<file path="src/rtl/spec_alloc_pkg.sv">
package spec_alloc_pkg;

  // Result of one output port's allocation in a cycle
  typedef enum logic [1:0] {
    SW_NONE       = 2'd0,  // no contender
    SW_BODY       = 2'd1,  // non-speculative winner
    SW_HEAD_OK    = 2'd2,  // head won switch and VC
    SW_HEAD_WASTE = 2'd3   // head won switch, lost VC: slot voided
  } sw_outcome_e;

endpackage

</file>
<file path="src/rtl/spec_alloc_rr.sv">
module spec_alloc_rr #(
  parameter int N  = 4,
  parameter int IW = (N > 1) ? $clog2(N) : 1
) (
  input  logic [N-1:0]  req,
  input  logic [IW-1:0] ptr,
  output logic          found,
  output logic [IW-1:0] idx
);

  // Search upward from ptr with wrap-around; first requester wins
  always_comb begin
    int c;
    found = 1'b0;
    idx   = '0;
    for (int k = 0; k < N; k++) begin
      c = int'(ptr) + k;
      if (c >= N) c = c - N;
      if (!found && req[c]) begin
        found = 1'b1;
        idx   = IW'(c);
      end
    end
  end

endmodule

</file>
<file path="src/rtl/spec_alloc_port.sv">
module spec_alloc_port
  import spec_alloc_pkg::*;
#(
  parameter int NUM_IN = 4,
  parameter int NUM_VC = 2,
  parameter int IW     = (NUM_IN > 1) ? $clog2(NUM_IN) : 1,
  parameter int VW     = (NUM_VC > 1) ? $clog2(NUM_VC) : 1
) (
  input  logic              clk,
  input  logic              rst_n,
  input  logic [NUM_IN-1:0] body_req,
  input  logic [NUM_IN-1:0] head_req,
  input  logic [NUM_VC-1:0] vc_free,
  output logic [NUM_IN-1:0] sw_gnt,
  output logic [NUM_IN-1:0] vc_gnt,
  output logic [NUM_IN-1:0] waste,
  output logic [VW-1:0]     vc_id
);

  logic [IW-1:0] sw_ptr, va_ptr;
  logic [NUM_IN-1:0] sw_cand, va_cand;
  logic sw_found, va_found, body_any, any_free;
  logic [IW-1:0] sw_idx, va_idx, nxt_idx;
  sw_outcome_e outcome;

  assign body_any = |body_req;
  assign any_free = |vc_free;
  // Non-speculative traffic shuts speculative heads out of the switch
  assign sw_cand  = body_any ? body_req : head_req;
  // Heads compete for a VC only if the port has one to give
  assign va_cand  = any_free ? head_req : '0;

  spec_alloc_rr #(.N(NUM_IN), .IW(IW)) u_sw_rr (
    .req(sw_cand), .ptr(sw_ptr), .found(sw_found), .idx(sw_idx)
  );

  spec_alloc_rr #(.N(NUM_IN), .IW(IW)) u_va_rr (
    .req(va_cand), .ptr(va_ptr), .found(va_found), .idx(va_idx)
  );

  // Lowest-numbered free VC of this port
  always_comb begin
    vc_id = '0;
    for (int v = NUM_VC - 1; v >= 0; v--) begin
      if (vc_free[v]) vc_id = VW'(v);
    end
  end

  always_comb begin
    outcome = SW_NONE;
    if (sw_found) begin
      if (body_any)                          outcome = SW_BODY;
      else if (va_found && va_idx == sw_idx) outcome = SW_HEAD_OK;
      else                                   outcome = SW_HEAD_WASTE;
    end
  end

  always_comb begin
    sw_gnt = '0;
    vc_gnt = '0;
    waste  = '0;
    case (outcome)
      SW_BODY:       sw_gnt = NUM_IN'(1) << sw_idx;
      SW_HEAD_OK: begin
        sw_gnt = NUM_IN'(1) << sw_idx;
        vc_gnt = NUM_IN'(1) << sw_idx;
      end
      SW_HEAD_WASTE: waste  = NUM_IN'(1) << sw_idx;
      default: ;
    endcase
  end

  assign nxt_idx = (int'(sw_idx) == NUM_IN - 1) ? '0 : sw_idx + IW'(1);

  always_ff @(posedge clk) begin
    if (!rst_n) begin
      sw_ptr <= '0;
      va_ptr <= '0;
    end else begin
      // Switch pointer also moves past a voided head so arbiters cannot lock
      if (outcome != SW_NONE)   sw_ptr <= nxt_idx;
      if (outcome == SW_HEAD_OK) va_ptr <= nxt_idx;
    end
  end

endmodule

</file>
<file path="src/rtl/spec_alloc.sv">
module spec_alloc #(
  parameter int NUM_IN  = 4,
  parameter int NUM_OUT = 4,
  parameter int NUM_VC  = 2,
  localparam int PW = (NUM_OUT > 1) ? $clog2(NUM_OUT) : 1,
  localparam int VW = (NUM_VC > 1) ? $clog2(NUM_VC) : 1,
  localparam int IW = (NUM_IN > 1) ? $clog2(NUM_IN) : 1,
  localparam int CW = $clog2(NUM_IN + 1)
) (
  input  logic                      clk,
  input  logic                      rst_n,
  input  logic [NUM_IN-1:0]         req_valid,
  input  logic [NUM_IN-1:0]         req_head,
  input  logic [NUM_IN*PW-1:0]      req_port,
  input  logic [NUM_OUT*NUM_VC-1:0] vc_free,
  output logic [NUM_IN-1:0]         sw_grant,
  output logic [NUM_IN-1:0]         vc_grant,
  output logic [NUM_IN*VW-1:0]      vc_id,
  output logic [NUM_IN-1:0]         spec_waste,
  output logic [CW-1:0]             waste_count
);

  logic [NUM_IN-1:0] body_vec [NUM_OUT];
  logic [NUM_IN-1:0] head_vec [NUM_OUT];
  logic [NUM_IN-1:0] sw_vec   [NUM_OUT];
  logic [NUM_IN-1:0] vc_vec   [NUM_OUT];
  logic [NUM_IN-1:0] wst_vec  [NUM_OUT];
  logic [VW-1:0]     pid      [NUM_OUT];

  // Route each request to the allocator of its output port
  always_comb begin
    for (int o = 0; o < NUM_OUT; o++) begin
      for (int i = 0; i < NUM_IN; i++) begin
        body_vec[o][i] = req_valid[i] && !req_head[i] &&
                         (req_port[i*PW +: PW] == PW'(o));
        head_vec[o][i] = req_valid[i] && req_head[i] &&
                         (req_port[i*PW +: PW] == PW'(o));
      end
    end
  end

  for (genvar o = 0; o < NUM_OUT; o++) begin : g_port
    spec_alloc_port #(
      .NUM_IN(NUM_IN), .NUM_VC(NUM_VC), .IW(IW), .VW(VW)
    ) u_port (
      .clk      (clk),
      .rst_n    (rst_n),
      .body_req (body_vec[o]),
      .head_req (head_vec[o]),
      .vc_free  (vc_free[o*NUM_VC +: NUM_VC]),
      .sw_gnt   (sw_vec[o]),
      .vc_gnt   (vc_vec[o]),
      .waste    (wst_vec[o]),
      .vc_id    (pid[o])
    );
  end

  // Merge per-port results back onto the inputs
  always_comb begin
    sw_grant    = '0;
    vc_grant    = '0;
    spec_waste  = '0;
    vc_id       = '0;
    waste_count = '0;
    for (int i = 0; i < NUM_IN; i++) begin
      for (int o = 0; o < NUM_OUT; o++) begin
        if (sw_vec[o][i])  sw_grant[i]   = 1'b1;
        if (wst_vec[o][i]) spec_waste[i] = 1'b1;
        if (vc_vec[o][i]) begin
          vc_grant[i]         = 1'b1;
          vc_id[i*VW +: VW]   = pid[o];
        end
      end
      waste_count = waste_count + CW'(spec_waste[i]);
    end
  end

endmodule

</file>
<file path="config.mk">
export PLATFORM = sky130hd
export DESIGN_NAME = spec_alloc
export DESIGN_NICKNAME = d
export VERILOG_FILES = /design/src/rtl/spec_alloc_pkg.sv /design/src/rtl/spec_alloc_rr.sv /design/src/rtl/spec_alloc_port.sv /design/src/rtl/spec_alloc.sv
export SDC_FILE = /design/constraint.sdc
export NUM_CORES = 1
export LEC_CHECK = 0
export BUFFER_PORTS_ARGS = -buffer_cell sky130_fd_sc_hd__clkbuf_2
export CORE_UTILIZATION = 55
export DETAILED_ROUTE_END_ITERATION = 10
export HOLD_SLACK_MARGIN = 0.1
export PLACE_DENSITY = 0.86
export SETUP_SLACK_MARGIN = 0.05
export SYNTH_ARGS = -nofsm -noshare
export SYNTH_HDL_FRONTEND = slang
export SYNTH_SLANG_ARGS = --single-unit
</file>
<file path="constraint.sdc">
create_clock -name clk -period 5.1 [get_ports clk]
set_clock_uncertainty 0.15 [all_clocks]
set_input_delay 0.255 -clock clk [delete_from_list [all_inputs] [get_ports clk]]
set_output_delay 0.255 -clock clk [all_outputs]
set_load 0.02 [all_outputs]
</file>
==> impl_metrics.py, run 1 <==
metrics = {
    "placement": {
        "post_dp_cell_area_um2": 3257,
        "routabilityCongestion": 0.9390,
        "port_buffers": 44,
        "dp_hpwl_um": 6685,
    },
    "die": {
        "die_w_um": 76.29,
        "initial_core_util_pct": 58.32,
        "die_h_um": 76.29,
        "pin_count": 45,
        "dieArea_um2": 5820,
        "rows": 26,
        "floorplan.core_area_um2": 5205,
    },
    "sta": {
        "finalMaxSlewViolations": 0,
        "max_slew_margin_pct": 47.79,
        "max_freq_mhz": 223.9,
        "worst_slew_pin_slew_ns": 0.7723,
        "finalSetupViolations": 0,
        "rsz0062_at_grt": "false",
        "finalHoldViolations": 0,
        "tns_ns": 0,
        "finalCritPeriodShare_pct": 87.59,
        "fin_crit_ns": 4.467,
    },
    "finish": {
        "most-common-layout-cells": "44 x clkbuf_2, 42 x nand2_1, 36 x nor2_1",
        "layout.cells.most_common": "clkbuf_2",
        "antenna_cells_inserted": 0,
        "syn_to_final_growth_pct": 8.656,
        "layout.cell_area.non_filler_um2": 3298,
        "drive_above_1_share_pct": 17.06,
        "utilization_pct": 63.37,
        "fillerInstances": 486,
        "nets": 487,
    },
    "clock_tree": {
        "worstSkewPairLatency_ns": 0.25,
        "tritoncts_buffer_count": 3,
        "htree_num_levels": 1,
        "tritoncts": "done",
        "clock_sinks": 16,
        "postCtsSetupBuffers": 0,
        "cts.clk_slew.worst_paths_ns": 0.06,
        "clock_root_buffer_master": "clkbuf_8",
        "cts_resized": 0,
        "cts.path.max_buffers": 2,
        "post_cts_hold_buffer_count": 0,
    },
    "drt": {
        "drtPass1Iterations": 4,
        "wl_um": 8319,
        "ant_nets": 0,
        "first_iter_violations": 223,
        "vias": 3251,
        "detail_route.drc_violations": 0,
        "vias_per_cell": 6.528,
        "detail_route.wl_per_cell_um": 16.70,
    },
    "grt": {
        "grt_start_max_net_pins": 17,
        "antenna_found_initial": 0,
        "first_global_vias": 3093,
        "gr-total-overflow": 0,
        "first_pass_grt_wire_length_um": 14230,
        "grt_util_all_layers_pct": 29.20,
    },
    "job": {
        "cap_viol_max_count": 0,
    },
    "power_and_ir_drop": {
        "leakage_nw": 1.422,
        "power_density_nw_per_um2": 206.1,
        "peak_ir_drop_on_the_vdd_network_uv": 171.6,
    },
    "logic_synthesis": {
        "portion_of_the_post_synthesis_area_used_by_sequential_elements_pct": 10.55,
        "synth_edf_count": 0,
        "netlist-cell-type-count": 74,
        "netlist_instances": 397,
        "post_synthesis_sequential_element_count": 16,
        "postSynthNetCount": 454,
        "post_synth_instance_area_um2": 3035,
        "syn_avg_cell_area_um2": 7.646,
        "synth_async_sr_flop_share_pct": 0,
        "yosys_warnings": 0,
        "synth_ff_type": "dfxtp_1",
    },
    "outcome": {
        "status": "completed",
    },
    "worst_hold_path": {
        "worstHoldPathCells": 2,
        "worstHoldPathType": "reg -> reg",
        "worst_hold_path.endpoint": "g_port[0].u_port.va_ptr[0]",
        "holdCritStartpoint": "g_port[0].u_port.va_ptr[0]",
    },
    "critical_path": {
        "cp_slowest_stage_delay_ns": 0.51,
        "crit_path_cell_trace": "clkbuf_2, nor4b_2, nor4b_1, a21o_1, a22oi_1, nand4_1, xnor2_1, o31a_1, ha_1, a22oi_1, nand2_1, fa_1, ha_1, ha_1, clkbuf_2",
        "startpoint_type": "input pin",
        "critical_path.max_fanout": 12,
        "buffers_inverters_on_critical_path": 2,
        "worst_path_dominant_cell_family": "adder cells",
        "worst-r2r-cell-count": 8,
        "path_class": "in -> out",
        "cp-end-kind": "primary output",
        "worst-r2r-setup-slack_ns": 2.51,
        "required_ns": 4.70,
        "crit_path_top_delay_cell": "nor4b_2",
        "critical_path.reg2reg.startpoint": "g_port[0].u_port.sw_ptr[1]",
        "cp_common_cell": "ha_1",
        "critPathArrivalTime_ns": 4.06,
        "rr_endpoint": "g_port[0].u_port.va_ptr[1]",
    },
}
==> how the worst max path moves through the flow <==
stage / startpoint / end / cells past startpoint
floorplan: req_port[7] / waste_count[1] / 14
global placement: req_port[1] / waste_count[1] / 15
detailed placement: req_port[3] / waste_count[1] / 15
CTS: req_port[3] / waste_count[1] / 15
global route: req_port[3] / waste_count[1] / 15
finish: req_port[3] / waste_count[1] / 15
==> metal layers <==
metal	vias up	GRT usage (%)	wire, um
met5	-	0	0
met1	1566	35.80	3592
met3	12	4.910	436
li1	1575	-	-
met2	98	52.61	4179
met4	0	6.923	110
==> flip-flops by register name, summed over array words and instances, names as in the netlist <==
register / flops
g_port.u_port.sw_ptr: 8
g_port.u_port.va_ptr: 8
==> synth_stat cells, types with 4 or more instances <==
cell | number | area [um^2]
a211oi_1 | 4 | 30.03
a21o_1 | 5 | 37.54
a21oi_1 | 13 | 65.06
a221oi_1 | 4 | 35.03
a22oi_1 | 15 | 112.6
and3_1 | 5 | 31.28
and3b_1 | 5 | 43.79
and4bb_2 | 5 | 62.56
buf_2 | 9 | 45.04
clkbuf_1 | 5 | 18.77
dfxtp_1 | 16 | 320.3
ha_1 | 30 | 375.4
inv_1 | 28 | 105.1
mux2i_1 | 9 | 90.09
nand2_1 | 42 | 157.7
nand3_1 | 13 | 65.06
nand4_1 | 7 | 43.79
nand4bb_1 | 6 | 67.56
nor2_1 | 36 | 135.1
nor3_1 | 7 | 35.03
nor4b_1 | 9 | 78.83
o211ai_1 | 9 | 67.56
o21ai_0 | 7 | 35.03
o21ai_1 | 5 | 25.02
o221ai_1 | 4 | 35.03
o31a_1 | 4 | 35.03
o31ai_1 | 7 | 52.55
or3_1 | 4 | 25.02
xnor2_1 | 4 | 35.03
xor2_1 | 4 | 35.03
==> cell type report <==
| type | count | area, um^2 | area share (%) |
|---|---|---|---|
| clock buffer | 3 | 41.29 | 1.252 |
| inverter | 30 | 112.6 | 3.414 |
| multi-input combinational | 334 | 2509 | 76.06 |
| sequential | 16 | 320.3 | 9.712 |
| tap | 70 | 87.58 | 2.656 |
| timing repair buffer | 45 | 227.7 | 6.904 |
==> power breakdown <==
group / switching (W) / total, W / internal [W]
logic: 0.000260 / 0.000419 / 0.000158
clock network: 0.0000449 / 0.0000973 / 0.0000524
registers: 0.0000211 / 0.000164 / 0.000143
total: 0.000326 / 0.000680 / 0.000354
==> cell families (layout without fill, tap and decap cells) <==
kind of cell             after synthesis  count (layout)  synth area share (%)
flip-flops                            16              16                 10.55
XOR/XNOR                               8               8                 2.308
AO/OA/AOI/OAI                        112             112                 29.47
adder cells (fa/ha/maj)               31              31                 13.03
AND/OR/NAND/NOR                      172             172                 34.13
multiplexers                          11              11                 3.710
buffers and inverters                 47              78                 6.801
==> worst min-delay path: stages (launching register included) <==
cell	delay, ns
dfxtp_1	0.31
nor2_1	0.08
a211oi_1	0.05
==> stage by stage <==
stage	worst slack [ns]	hold slack (ns)	total power [W]	instances
floorplan	1.119	0.2989	0.0004711	397
global placement	0.7609	0.3281	0.0005659	495
CTS	0.6543	0.3455	0.0006749	498
detailed placement	0.6564	0.3378	0.0005771	495
global route	0.4559	0.3774	0.0007332	498
finish	0.6329	0.3455	0.0006799	498
(Power assumes the default switching activity.)
==> inputs of run 2 (changes only) <==
Settings changed: BUFFER_PORTS_ARGS -buffer_cell sky130_fd_sc_hd__clkbuf_2 to -buffer_cell sky130_fd_sc_hd__buf_4, CORE_UTILIZATION 55 to 45, PLACE_DENSITY 0.86 to 0.74.
==> impl_metrics.py, run 2 (same netlist as run 1, synthesis figures left out) <==
metrics = {
    "sta": {
        "fin_crit_ns": 4.416,
        "rsz0062_at_grt": "false",
        "finalSetupViolations": 0,
        "max_slew_margin_pct": 40.32,
        "max_freq_mhz": 226.5,
        "worst_slew_pin_slew_ns": 0.8827,
        "finalCritPeriodShare_pct": 86.58,
        "finalMaxSlewViolations": 0,
        "finalHoldViolations": 0,
        "setup_slack_ns": 0.6842,
        "tns_ns": 0,
        "fin_worst_hold_slack_ns": 0.3356,
    },
    "finish": {
        "top_flop_regs": "g_port.u_port.sw_ptr (8), g_port.u_port.va_ptr (8)",
        "most-common-layout-cells": "44 x buf_4, 42 x nand2_1, 36 x nor2_1",
        "layout.cell_area.non_filler_um2": 3410,
        "fillerInstances": 612,
        "nets": 486,
        "layout.cells.most_common": "buf_4",
        "syn_to_final_growth_pct": 12.32,
        "drive_above_1_share_pct": 16.86,
        "utilization_pct": 53.09,
        "antenna_cells_inserted": 0,
    },
    "job": {
        "cap_viol_max_count": 0,
    },
    "critical_path": {
        "endpoint": "waste_count[1]",
        "required_ns": 4.70,
        "path_class": "in -> out",
        "startpoint_type": "input pin",
        "critPathArrivalTime_ns": 4.01,
        "cp-end-kind": "primary output",
        "rr_endpoint": "g_port[0].u_port.va_ptr[1]",
        "worst-r2r-cell-count": 8,
        "crit_path_start": "req_port[1]",
        "critical_path.max_fanout": 13,
        "worst-r2r-setup-slack_ns": 2.55,
        "critical_path.reg2reg.startpoint": "g_port[0].u_port.sw_ptr[1]",
    },
    "grt": {
        "grt_util_all_layers_pct": 24.54,
        "first_pass_grt_wire_length_um": 14460,
        "first_global_vias": 3057,
        "grt_start_max_net_pins": 17,
        "gr-total-overflow": 0,
        "antenna_found_initial": 0,
    },
    "power_and_ir_drop": {
        "cell_internal_pwr_w": 0.0003776,
        "sw_frac_of_total_pct": 46.25,
        "peak_ir_drop_on_the_vdd_network_uv": 128.7,
        "p_comb_share_pct": 63.4,
        "power.clock.fraction_pct": 13.4,
        "power_density_nw_per_um2": 206.0,
        "sequentialPowerShare_pct": 23.3,
        "net-switching-power_w": 0.0003248,
        "leakage_nw": 1.447,
    },
    "drt": {
        "detail_route.drc_violations": 0,
        "detail_route.wl_per_cell_um": 17.23,
        "ant_nets": 0,
        "first_iter_violations": 197,
        "drtPass1Iterations": 5,
        "vias": 3257,
        "wl_um": 8683,
        "vias_per_cell": 6.462,
    },
    "clock_tree": {
        "cts_resized": 0,
        "post_cts_hold_buffer_count": 0,
        "worstSkewPairLatency_ns": 0.25,
        "tritoncts_buffer_count": 3,
        "clock_sinks": 16,
        "postCtsSetupBuffers": 0,
        "htree_num_levels": 1,
        "tritoncts": "done",
        "clock_root_buffer_master": "clkbuf_8",
        "cts.path.max_buffers": 2,
        "cts.clk_slew.worst_paths_ns": 0.06,
    },
    "outcome": {
        "status": "completed",
    },
    "placement": {
        "dp_hpwl_um": 6826,
        "post_dp_cell_area_um2": 3368,
        "routabilityCongestion": 0.9004,
        "port_buffers": 44,
        "post-place-ws_ns": 0.7413,
    },
    "worst_hold_path": {
        "worstHoldPathType": "reg -> reg",
        "holdCritStartpoint": "g_port[2].u_port.va_ptr[0]",
    },
    "die": {
        "pin_count": 45,
        "floorplan.core_area_um2": 6422,
        "die_h_um": 84.13,
        "die_w_um": 84.13,
        "rows": 29,
        "initial_core_util_pct": 47.26,
        "dieArea_um2": 7078,
    },
}
-- run 2: per-layer routing --
| metal | wire [um] | GRT usage, % | vias to the layer above | part of all wire (%) |
|---|---|---|---|---|
| li1 | - | - | 1573 | - |
| met1 | 3791 | 31.44 | 1556 | 44 |
| met2 | 4245 | 43.29 | 113 | 49 |
| met3 | 470 | 3.835 | 15 | 5.4 |
| met4 | 175 | 5.486 | 0 | 2.0 |
| met5 | 0 | 0 | - | 0 |
-- run 2: layout make-up --
cell class | count | area, um^2 | share of cell area [%]
repair buffers | 44 | 330.3 | 9.688
well taps | 77 | 96.34 | 2.826
multi-input cells | 334 | 2509 | 73.58
clock buffers | 3 | 41.29 | 1.211
inverters | 30 | 112.6 | 3.303
flip-flops and latches | 16 | 320.3 | 9.394
-- run 2: critical path, cell delays in order --
cell and delay [ns]:
buf_4 0.16, nor4b_2 0.57, nor4b_1 0.12, a21o_1 0.25, a22oi_1 0.15, nand4_1 0.26, xnor2_1 0.23, o31a_1 0.31
ha_1 0.24, a22oi_1 0.22, nand2_1 0.13, fa_1 0.50, ha_1 0.19, ha_1 0.27, buf_4 0.16
-- run 2: worst min path at each step --
stage                                 end  slack (ns)  cells past startpoint
3_5_place_dp   g_port[2].u_port.va_ptr[0]        0.33                      2
6_report       g_port[2].u_port.va_ptr[0]        0.34                      2
5_1_grt        g_port[2].u_port.va_ptr[0]        0.38                      2
4_1_cts        g_port[2].u_port.va_ptr[0]        0.34                      2
3_3_place_gp   g_port[2].u_port.va_ptr[0]        0.32                      2
2_1_floorplan  g_port[0].u_port.va_ptr[1]        0.30                      2
-- run 2: stage by stage --
stage          std cells  total power, W
2_1_floorplan        397       0.0004711
3_3_place_gp         501       0.0005948
3_5_place_dp         501       0.0006027
4_1_cts              504       0.0006994
5_1_grt              504       0.0007528
6_report             504       0.0007024
-- run 2: power groups by stage --
stage | Clock [W] | Sequential, W | Combinational (W)
6_report | 0.0000940 | 0.000163 | 0.000445
5_1_grt | 0.000102 | 0.000166 | 0.000484
4_1_cts | 0.0000970 | 0.000163 | 0.000439
3_5_place_dp | 0 | 0.000166 | 0.000437
3_3_place_gp | 0 | 0.000164 | 0.000430
2_1_floorplan | 0 | 0.000160 | 0.000312
